File: src/rtl/lvl_irq_pkg.sv
package lvl_irq_pkg;

  localparam int WORD_W = 32;

  // level after polarity: a bit is active when the pin equals its active level
  function automatic logic [WORD_W-1:0] level_active(input logic [WORD_W-1:0] pins,
                                                     input logic [WORD_W-1:0] act_lvl);
    return ~(pins ^ act_lvl);
  endfunction

  // index of the highest set bit, 0 when none is set
  function automatic logic [4:0] top_index(input logic [WORD_W-1:0] v);
    logic [4:0] idx;
    idx = '0;
    for (int i = 0; i < WORD_W; i++) begin
      if (v[i]) idx = 5'(i);
    end
    return idx;
  endfunction

endpackage

File: src/rtl/lvl_irq_polarity.sv
module lvl_irq_polarity
  import lvl_irq_pkg::*;
#(
  parameter int          SRC_N      = 9,
  parameter logic [8:0]  FIXED_SEL  = 9'b1_0000_0110,
  parameter logic [8:0]  FIXED_HIGH = 9'b1_0000_0010
) (
  input  logic             clk,
  input  logic             rst_n,
  input  logic             cfg_we,
  input  logic [SRC_N-1:0] cfg_wdata,
  input  logic [SRC_N-1:0] src_in,
  output logic [SRC_N-1:0] cfg_q,
  output logic [SRC_N-1:0] active
);

  logic [SRC_N-1:0] eff_lvl;
  logic [WORD_W-1:0] act_wide;

  always_ff @(posedge clk or negedge rst_n) begin
    if (!rst_n)      cfg_q <= '0;
    else if (cfg_we) cfg_q <= cfg_wdata;
  end

  // fixed sources take their level from hardware, the rest from the register
  for (genvar i = 0; i < SRC_N; i++) begin : g_lvl
    if (FIXED_SEL[i]) begin : g_fixed
      assign eff_lvl[i] = FIXED_HIGH[i];
    end else begin : g_cfg
      assign eff_lvl[i] = cfg_q[i];
    end
  end

  assign act_wide = level_active(WORD_W'(src_in), WORD_W'(eff_lvl));
  assign active   = act_wide[SRC_N-1:0];

  // a fixed active-high source whose pin is high is active regardless of the register
  a_r3_fixed_high : assert property (@(posedge clk) disable iff (!rst_n)
    ((src_in & FIXED_SEL[SRC_N-1:0] & FIXED_HIGH[SRC_N-1:0])
       & ~active) == '0);

endmodule

File: src/rtl/lvl_irq_line.sv
module lvl_irq_line
  import lvl_irq_pkg::*;
#(
  parameter int SRC_N    = 9,
  parameter int ID_W     = 4,
  parameter int PEND_LSB = 16
) (
  input  logic              clk,
  input  logic              rst_n,
  input  logic              wr_sel,
  input  logic [WORD_W-1:0] wdata,
  input  logic [SRC_N-1:0]  active,
  output logic [WORD_W-1:0] reg_word,
  output logic              irq,
  output logic [ID_W-1:0]   id
);

  logic [SRC_N-1:0] mask_q;
  logic [SRC_N-1:0] pend_q;
  logic [SRC_N-1:0] ack;
  logic [SRC_N-1:0] hit;
  logic [SRC_N-1:0] pend_d;
  logic [4:0]       top;

  assign ack    = wr_sel ? wdata[PEND_LSB +: SRC_N] : '0;
  // acknowledge wins on its own edge; a still-active level returns next edge
  assign pend_d = (pend_q | active) & ~ack;
  assign hit    = mask_q & pend_q;
  assign top    = top_index(WORD_W'(hit));

  always_ff @(posedge clk or negedge rst_n) begin
    if (!rst_n) begin
      mask_q <= '0;
      pend_q <= '0;
      irq    <= 1'b0;
      id     <= '0;
    end else begin
      if (wr_sel) mask_q <= wdata[SRC_N-1:0];
      pend_q <= pend_d;
      irq    <= |hit;
      id     <= ID_W'(top);
    end
  end

  always_comb begin
    reg_word = '0;
    reg_word[SRC_N-1:0]           = mask_q;
    reg_word[PEND_LSB +: SRC_N]   = pend_q;
  end

  // an acknowledged bit is clear on the edge after the write
  a_r6_ack_clears : assert property (@(posedge clk) disable iff (!rst_n)
    $past(rst_n) && $past(wr_sel) |-> (pend_q & $past(ack)) == '0);

  // each write replaces the mask
  a_r4_mask_write : assert property (@(posedge clk) disable iff (!rst_n)
    $past(rst_n) && $past(wr_sel) |-> mask_q == $past(wdata[SRC_N-1:0]));

  // an active, unacknowledged source is pending on the next edge
  a_r5_level_sets : assert property (@(posedge clk) disable iff (!rst_n)
    $past(rst_n) |-> (pend_q & $past(active & ~ack)) == $past(active & ~ack));

  // request follows enabled pending state one edge later
  a_r7_irq_follows : assert property (@(posedge clk) disable iff (!rst_n)
    $past(rst_n) |-> irq == $past(|(mask_q & pend_q)));

  // the reported identifier is the top bit of the enabled pending set
  a_r8_id_highest : assert property (@(posedge clk) disable iff (!rst_n)
    $past(rst_n) && irq |-> ($past(mask_q & pend_q) >> id) == SRC_N'(1));

endmodule

File: src/rtl/lvl_irq_router.sv
module lvl_irq_router
  import lvl_irq_pkg::*;
#(
  parameter int          SRC_N      = 9,
  parameter int          LINE_N     = 3,
  parameter int          ADDR_W     = 5,
  parameter int          PEND_LSB   = 16,
  parameter logic [8:0]  FIXED_SEL  = 9'b1_0000_0110,
  parameter logic [8:0]  FIXED_HIGH = 9'b1_0000_0010,
  localparam int         ID_W       = $clog2(SRC_N),
  localparam int         CFG_OFS    = 0,
  localparam int         LINE_BASE  = 4,
  localparam int         LINE_STEP  = 4
) (
  input  logic                   clk,
  input  logic                   rst_n,
  input  logic [SRC_N-1:0]       src_in,
  input  logic [ADDR_W-1:0]      bus_addr,
  input  logic                   bus_wr,
  input  logic                   bus_rd,
  input  logic [WORD_W-1:0]      bus_wdata,
  output logic [WORD_W-1:0]      bus_rdata,
  output logic [LINE_N-1:0]      irq_out,
  output logic [LINE_N*ID_W-1:0] irq_id
);

  logic              cfg_hit;
  logic [LINE_N-1:0] line_hit;
  logic              mapped;
  logic [SRC_N-1:0]  cfg_q;
  logic [SRC_N-1:0]  active;
  logic [WORD_W-1:0] line_word [LINE_N];
  logic [WORD_W-1:0] rd_word;

  assign cfg_hit = (bus_addr == ADDR_W'(CFG_OFS));
  for (genvar k = 0; k < LINE_N; k++) begin : g_dec
    assign line_hit[k] = (bus_addr == ADDR_W'(LINE_BASE + LINE_STEP * k));
  end
  assign mapped = cfg_hit | (|line_hit);

  lvl_irq_polarity #(
    .SRC_N      (SRC_N),
    .FIXED_SEL  (FIXED_SEL),
    .FIXED_HIGH (FIXED_HIGH)
  ) u_pol (
    .clk       (clk),
    .rst_n     (rst_n),
    .cfg_we    (bus_wr & cfg_hit),
    .cfg_wdata (bus_wdata[SRC_N-1:0]),
    .src_in    (src_in),
    .cfg_q     (cfg_q),
    .active    (active)
  );

  for (genvar k = 0; k < LINE_N; k++) begin : g_line
    lvl_irq_line #(
      .SRC_N    (SRC_N),
      .ID_W     (ID_W),
      .PEND_LSB (PEND_LSB)
    ) u_line (
      .clk      (clk),
      .rst_n    (rst_n),
      .wr_sel   (bus_wr & line_hit[k]),
      .wdata    (bus_wdata),
      .active   (active),
      .reg_word (line_word[k]),
      .irq      (irq_out[k]),
      .id       (irq_id[k*ID_W +: ID_W])
    );
  end

  always_comb begin
    rd_word = '0;
    if (cfg_hit) rd_word[SRC_N-1:0] = cfg_q;
    for (int k = 0; k < LINE_N; k++) begin
      if (line_hit[k]) rd_word = line_word[k];
    end
  end

  always_ff @(posedge clk or negedge rst_n) begin
    if (!rst_n)      bus_rdata <= '0;
    else if (bus_rd) bus_rdata <= rd_word;
  end

  // a read of an unmapped offset returns zero
  a_r9_unmapped_zero : assert property (@(posedge clk) disable iff (!rst_n)
    $past(rst_n) && $past(bus_rd && !mapped) |-> bus_rdata == '0);

  // read data holds when no read is strobed
  a_r11_rdata_hold : assert property (@(posedge clk) disable iff (!rst_n)
    $past(rst_n) && !$past(bus_rd) |-> $stable(bus_rdata));

endmodule

File: config.mk
export PLATFORM = sky130hd
export DESIGN_NAME = lvl_irq_router
export DESIGN_NICKNAME = d
export VERILOG_FILES = /design/src/rtl/lvl_irq_pkg.sv /design/src/rtl/lvl_irq_polarity.sv /design/src/rtl/lvl_irq_line.sv /design/src/rtl/lvl_irq_router.sv
export SDC_FILE = /design/constraint.sdc
export NUM_CORES = 1
export LEC_CHECK = 0
export BUFFER_PORTS_ARGS = -buffer_cell sky130_fd_sc_hd__buf_4
export CORE_MARGIN = 2
export CORE_UTILIZATION = 58
export CTS_CLUSTER_SIZE = 40
export DETAILED_ROUTE_END_ITERATION = 16
export PLACE_DENSITY = 0.95
export SLEW_MARGIN = 20
export SYNTH_ARGS = -nofsm -noshare
export SYNTH_HDL_FRONTEND = slang
export SYNTH_SLANG_ARGS = --single-unit
File: constraint.sdc
create_clock -name clk -period 3.2 [get_ports clk]
set_clock_uncertainty 0.2 [all_clocks]
set_input_delay 0.64 -clock clk [delete_from_list [all_inputs] [get_ports clk]]
set_output_delay 0.64 -clock clk [all_outputs]
set_load 0.005 [all_outputs]
==> flow_metrics.env, run 1 <==
export IMPL_status="complete, no violations"
export IMPL_worst_hold_slack_ns=0.09572
export IMPL_mostFrequentLayoutCell="dfrtp_1"
export IMPL_ctsHoldBuffers=0
export IMPL_slew_headroom_pct=50.56
export IMPL_power_mw=2.917
export IMPL_p_leak_nw=2.279
export IMPL_core_rowCount=31
export IMPL_synth_warnings=0
export IMPL_max_cap_violations=0
export IMPL_final_core_util_pct=69.52
export IMPL_wl_mm=10.76
export IMPL_start_util_pct=60.25
export IMPL_cts_max_level=3
export IMPL_period_minus_slack_ns=2.226
export IMPL_gpl_final_weighted_congestion=0.9022
export IMPL_nNetsFinal=498
export IMPL_dieArea_mm2=0.008329
export IMPL_cp_start_kind="primary input"
export IMPL_end_kind="flip-flop"
export IMPL_wl_per_cell_um=19.49
export IMPL_r2r_cells=4
export IMPL_ys_ff_latch=96
export IMPL_finalSetupTns_ns=0
export IMPL_portBuffers=68
export IMPL_clk_latency_ns=0.37
export IMPL_clock_sinks=96
export IMPL_vdd_drop_max_uv=368.0
export IMPL_cp_required_ns=3.29
export IMPL_synth_top_area_share_pct=54.39
export IMPL_setup_ws_ns=0.9738
export IMPL_dpl_worst_slack_ns=0.6594
export IMPL_viasPerCell=6.040
export IMPL_synth_ff_type="dfrtp_1"
export IMPL_finalCritPeriodShare_pct=69.57
export IMPL_cts_made_buffers=9
export IMPL_syn_area_mm2=0.004417
export IMPL_place_area_mm2=0.004878
export IMPL_areaGrowthSynthToFinish_pct=15.38
export IMPL_clkSlewWorstSetupHoldPaths_ns=0.08
export IMPL_crit_type="primary input to flip-flop"
export IMPL_worst_slew_pin_slew_ns=0.7415
export IMPL_r2r_end="g_line[0].u_line.id[0]"
export IMPL_num_vias=3334
export IMPL_postSynthAreaPerCell_um2=11.38
export IMPL_final_area_mm2=0.005096
export IMPL_die_w_um=91.27
export IMPL_grt_pass1_vias=3360
export IMPL_crit_path_max_fanout=19
export IMPL_timing_hold_violations_final=0
export IMPL_setup_viol=0
export IMPL_arrival_ns=2.32
export IMPL_instances_no_fill=552
export IMPL_drtIter0Drc=266
export IMPL_final_cell_mix="dfrtp_1, buf_4, a21oi_1"
export IMPL_r2r_setup_slack_ns=1.63
export IMPL_ys_seq_area_share_pct=54.39
export IMPL_grt_max_degree=53
export IMPL_synth_largest_area_cell="dfrtp_1"
export IMPL_fmax_mhz=449.2
export IMPL_cts_root_buf="clkbuf_8"
export IMPL_synth_cell_types=38
export IMPL_cts_tree="done"
export IMPL_antenna_found_initial=0
export IMPL_drt_pre_antenna_iters=5
export IMPL_async_flop_share_pct=100.0
export IMPL_grt_pass1_wl_mm=17.51
export IMPL_synth_area_top_cells="dfrtp_1, mux2_2, a21oi_1, mux2_4, nor2_1"
export IMPL_synth_edf_count=0
export IMPL_drive_above_1_share_pct=29.36
export IMPL_dp_cells=536
export IMPL_postRouteAntennaNets=0
export IMPL_remaining_drc_errors=0
export IMPL_post_cts_resized=0
export IMPL_timing_rr_start="g_line[0].u_line.mask_q[2]"
export IMPL_grt_ovfl_total=0
export IMPL_post_cts_setup_buffers=0
export IMPL_filler_cell_count=498
export IMPL_rsz0062_at_grt="no"
export IMPL_pin_count=97
export IMPL_hpwl_mm=7.465
export IMPL_worstHoldPathType="primary input to async pin"
export IMPL_grtUsageTotal_pct=27.57
export IMPL_power_density_mw_per_mm2=572.3
export IMPL_syn_inst=388
export IMPL_clock_path_buffers=2
export IMPL_core_area_mm2=0.007331
export IMPL_die_y_um=91.27
export IMPL_maxSlewViolCount=0
export IMPL_n_antenna_cell=0
## power by group
group          internal (mW)  switching [mW]  total [mW]
sequential              1.37           0.126        1.49
combinational          0.304           0.268       0.571
clock                  0.446           0.407       0.853
total                   2.12           0.800        2.92
## sequential cells by signal, summed over array words and instances (netlist names)
name / cells
g_line.u_line.mask_q: 27
g_line.u_line.pend_q: 27
bus_rdata: 18
g_line.u_line.id: 12
u_pol.cfg_q: 9
g_line.u_line.irq: 3
## how the worst max path moves through the flow
stage / startpoint / endpoint / slack, ns / depth (start not counted)
finish: bus_rd / bus_rdata[8] / 0.97 / 5
global route: bus_rd / bus_rdata[8] / 0.95 / 5
detailed placement: bus_rd / bus_rdata[5] / 0.66 / 5
floorplan: bus_addr[4] / g_line[2].u_line.mask_q[4] / 1.09 / 5
CTS: bus_rd / bus_rdata[8] / 1.01 / 5
global placement: bus_rd / bus_rdata[8] / 0.68 / 5
## layer usage
metal  vias up  GRT usage, %  wire (µm)
li1       1454             -          -
met1      1612         38.05       4462
met2       227         41.23       4955
met3        41         5.311        920
met4         0         15.66        420
met5         -             0          0
## final cells by class
type / count / area, µm² / share of cell area, %
clock inverter: 2 / 35.03 / 0.6875
timing repair buffer: 72 / 553.0 / 10.85
multi-input combinational: 251 / 1732 / 33.98
clock buffer: 14 / 182.7 / 3.585
inverter: 18 / 67.56 / 1.326
sequential: 96 / 2402 / 47.14
tap: 99 / 123.9 / 2.431
## cells by family after synthesis
family	synth area share, %
buffers and inverters	7.507
other	0.08490
AO/OA/AOI/OAI	13.14
flip-flops	54.39
AND/OR/NAND/NOR	9.575
multiplexers	14.11
XOR/XNOR	1.190
## cell usage after synthesis (all sizes together), types with 4 or more instances
cell type	count
a21oi	52
o22ai	13
o31ai	5
mux2i	9
mux2	36
inv	18
mux4	4
nand2b	5
clkbuf	6
buf	30
nor2b	9
xnor2	6
nor2	42
nand2	19
o21ai	5
dfrtp	96
a221oi	7
## worst max-delay path: stages
cell and delay, ns:
buf_4 0.21, or4b_1 0.82, nor2_2 0.41, a21oi_1 0.14, o21ai_1 0.10
(Power assumes the default switching activity.)
==> run 2, diff against run 1 <==
Settings changed: CORE_UTILIZATION 58 to 54, PLACE_DENSITY 0.95 to 0.91.
Clock period 3.2 ns to 2.1 ns, I/O delays scaled along.
==> run 2 against run 1 <==
First-iteration DRC count grew 18%. Non-clock buffer count grew 13. Total power grew 46%. Clock power grew 29%. Via count grew 1.1%. Critical path type unchanged. Count of clock-buffer cells in the layout shrank 1. Wire length grew 0.98%.
==> flow_metrics.env, run 2 (same netlist as run 1, synthesis figures left out) <==
export IMPL_clock_sinks=96
export IMPL_post_cts_setup_buffers=0
export IMPL_largest_registers="g_line.u_line.mask_q x27, g_line.u_line.pend_q x27, bus_rdata x18"
export IMPL_start_util_pct=56.57
export IMPL_mostFrequentLayoutCell="dfrtp_1"
export IMPL_vdd_drop_max_uv=441.5
export IMPL_setup_ws_ns=0.3335
export IMPL_end_kind="flip-flop"
export IMPL_cts_tree="done"
export IMPL_cts_root_buf="clkbuf_8"
export IMPL_grt_ovfl_total=0
export IMPL_hpwl_mm=7.805
export IMPL_postRouteAntennaNets=0
export IMPL_r2r_cells=3
export IMPL_worstHoldPathType="primary input to flip-flop"
export IMPL_final_cell_mix="dfrtp_1, buf_4, a21oi_1"
export IMPL_power_mw=4.251
export IMPL_final_area_mm2=0.005194
export IMPL_grt_pass1_wl_mm=17.48
export IMPL_antenna_found_initial=0
export IMPL_crit_start="bus_addr[4]"
export IMPL_fmax_mhz=566.1
export IMPL_power_density_mw_per_mm2=818.5
export IMPL_cts_max_level=3
export IMPL_clockPowerShare_pct=25.8
export IMPL_clkSlewWorstSetupHoldPaths_ns=0.09
export IMPL_worst_hold_slack_ns=0.03494
export IMPL_r2r_end="g_line[2].u_line.irq"
export IMPL_p_leak_nw=2.316
export IMPL_nNetsFinal=511
export IMPL_drt_pre_antenna_iters=5
export IMPL_cts_made_buffers=9
export IMPL_finalCritPeriodShare_pct=84.12
export IMPL_areaGrowthSynthToFinish_pct=17.59
export IMPL_grt_pass1_vias=3366
export IMPL_r2r_setup_slack_ns=0.58
export IMPL_instances_no_fill=567
export IMPL_gpl_final_weighted_congestion=0.8966
export IMPL_viasPerCell=5.947
export IMPL_final_core_util_pct=66.52
export IMPL_crit_path_end="u_pol.cfg_q[2]"
export IMPL_maxSlewViolCount=0
export IMPL_place_area_mm2=0.005010
export IMPL_max_cap_violations=0
export IMPL_period_minus_slack_ns=1.766
export IMPL_timing_rr_start="g_line[2].u_line.mask_q[8]"
export IMPL_hold_path_cell_count=2
export IMPL_grtUsageTotal_pct=26.20
export IMPL_worst_path_stages=6
export IMPL_regArea_mm2=0.002402
export IMPL_power_switching_mw=1.203
export IMPL_cp_top_family="simple AND/OR/NAND/NOR gates"
export IMPL_dieArea_mm2=0.008919
export IMPL_dp_cells=551
export IMPL_combPwrFrac_pct=20.8
export IMPL_arrival_ns=1.81
export IMPL_filler_cell_count=593
export IMPL_cp_num_buf_inv=2
export IMPL_grt_max_degree=48
export IMPL_cp_start_kind="primary input"
export IMPL_die_w_um=94.44
export IMPL_status="complete, no violations"
export IMPL_drive_above_1_share_pct=30.75
export IMPL_critical_path_slowest_cell="or3_1"
export IMPL_crit_type="primary input to flip-flop"
export IMPL_remaining_drc_errors=0
export IMPL_portBuffers=68
export IMPL_wl_mm=10.86
export IMPL_core_area_mm2=0.007807
export IMPL_seqPwrFrac_pct=53.5
export IMPL_multi_input_area_mm2=0.001732
export IMPL_timing_hold_violations_final=0
export IMPL_max_stage_delay_ns=0.36
export IMPL_drtIter0Drc=313
export IMPL_cp_required_ns=2.15
export IMPL_die_y_um=94.44
export IMPL_num_vias=3372
export IMPL_rsz0062_at_grt="no"
export IMPL_path_common_cell="buf_4"
export IMPL_core_rowCount=32
export IMPL_p_int_mw=3.048
export IMPL_finalSetupTns_ns=0
export IMPL_pin_count=97
export IMPL_setup_viol=0
export IMPL_wl_per_cell_um=19.16
export IMPL_dpl_worst_slack_ns=0.02019
export IMPL_path_cells="buf_4 -> nor3_2 -> nand2_2 -> or3_1 -> buf_4 -> mux2_4"
export IMPL_clock_path_buffers=2
export IMPL_n_antenna_cell=0
export IMPL_crit_path_max_fanout=6
export IMPL_clk_latency_ns=0.36
export IMPL_p_sw_share_pct=28.30
## run 2: worst min-delay path by stage
stage / from / end / slack, ns
after floorplan: rst_n / bus_rdata[0] / -0.08
after global routing: bus_wdata[22] / g_line[2].u_line.pend_q[6] / 0.02
after CTS: bus_wdata[22] / g_line[1].u_line.pend_q[6] / 0.03
after global placement: rst_n / g_line[2].u_line.pend_q[0] / 0.18
final: bus_wdata[22] / g_line[2].u_line.pend_q[6] / 0.03
after detailed placement: rst_n / g_line[2].u_line.pend_q[0] / 0.18
## run 2: layout make-up
| cell class | count | area share, % |
|---|---|---|
| clock inverters | 2 | 0.2891 |
| repair buffers | 85 | 13.30 |
| multi-input cells | 251 | 33.34 |
| inverters | 18 | 1.301 |
| clock buffers | 13 | 3.059 |
| flip-flops and latches | 96 | 46.25 |
| well taps | 102 | 2.457 |
## run 2: power by group through the flow
stage | logic (mW) | clock network [mW] | registers (mW)
floorplan | 0.522 | 0 | 2.26
global placement | 0.841 | 0 | 2.29
detailed placement | 0.873 | 0 | 2.30
CTS | 0.882 | 1.09 | 2.27
global route | 0.957 | 1.18 | 2.30
finish | 0.883 | 1.10 | 2.27
## run 2: what timing repair did
item                                    4_1_cts  5_1_grt
resized for setup                             0        0
hold buffers                                  1        0
hold endpoints to repair                     31        0
endpoints found under the setup margin        0        0
## run 2: routing by layer
layer  global-route usage [%]  wire (µm)
met1                    35.19       4463
met2                    40.30       5210
met3                    5.826        862
met4                    13.53        327
met5                        0          0
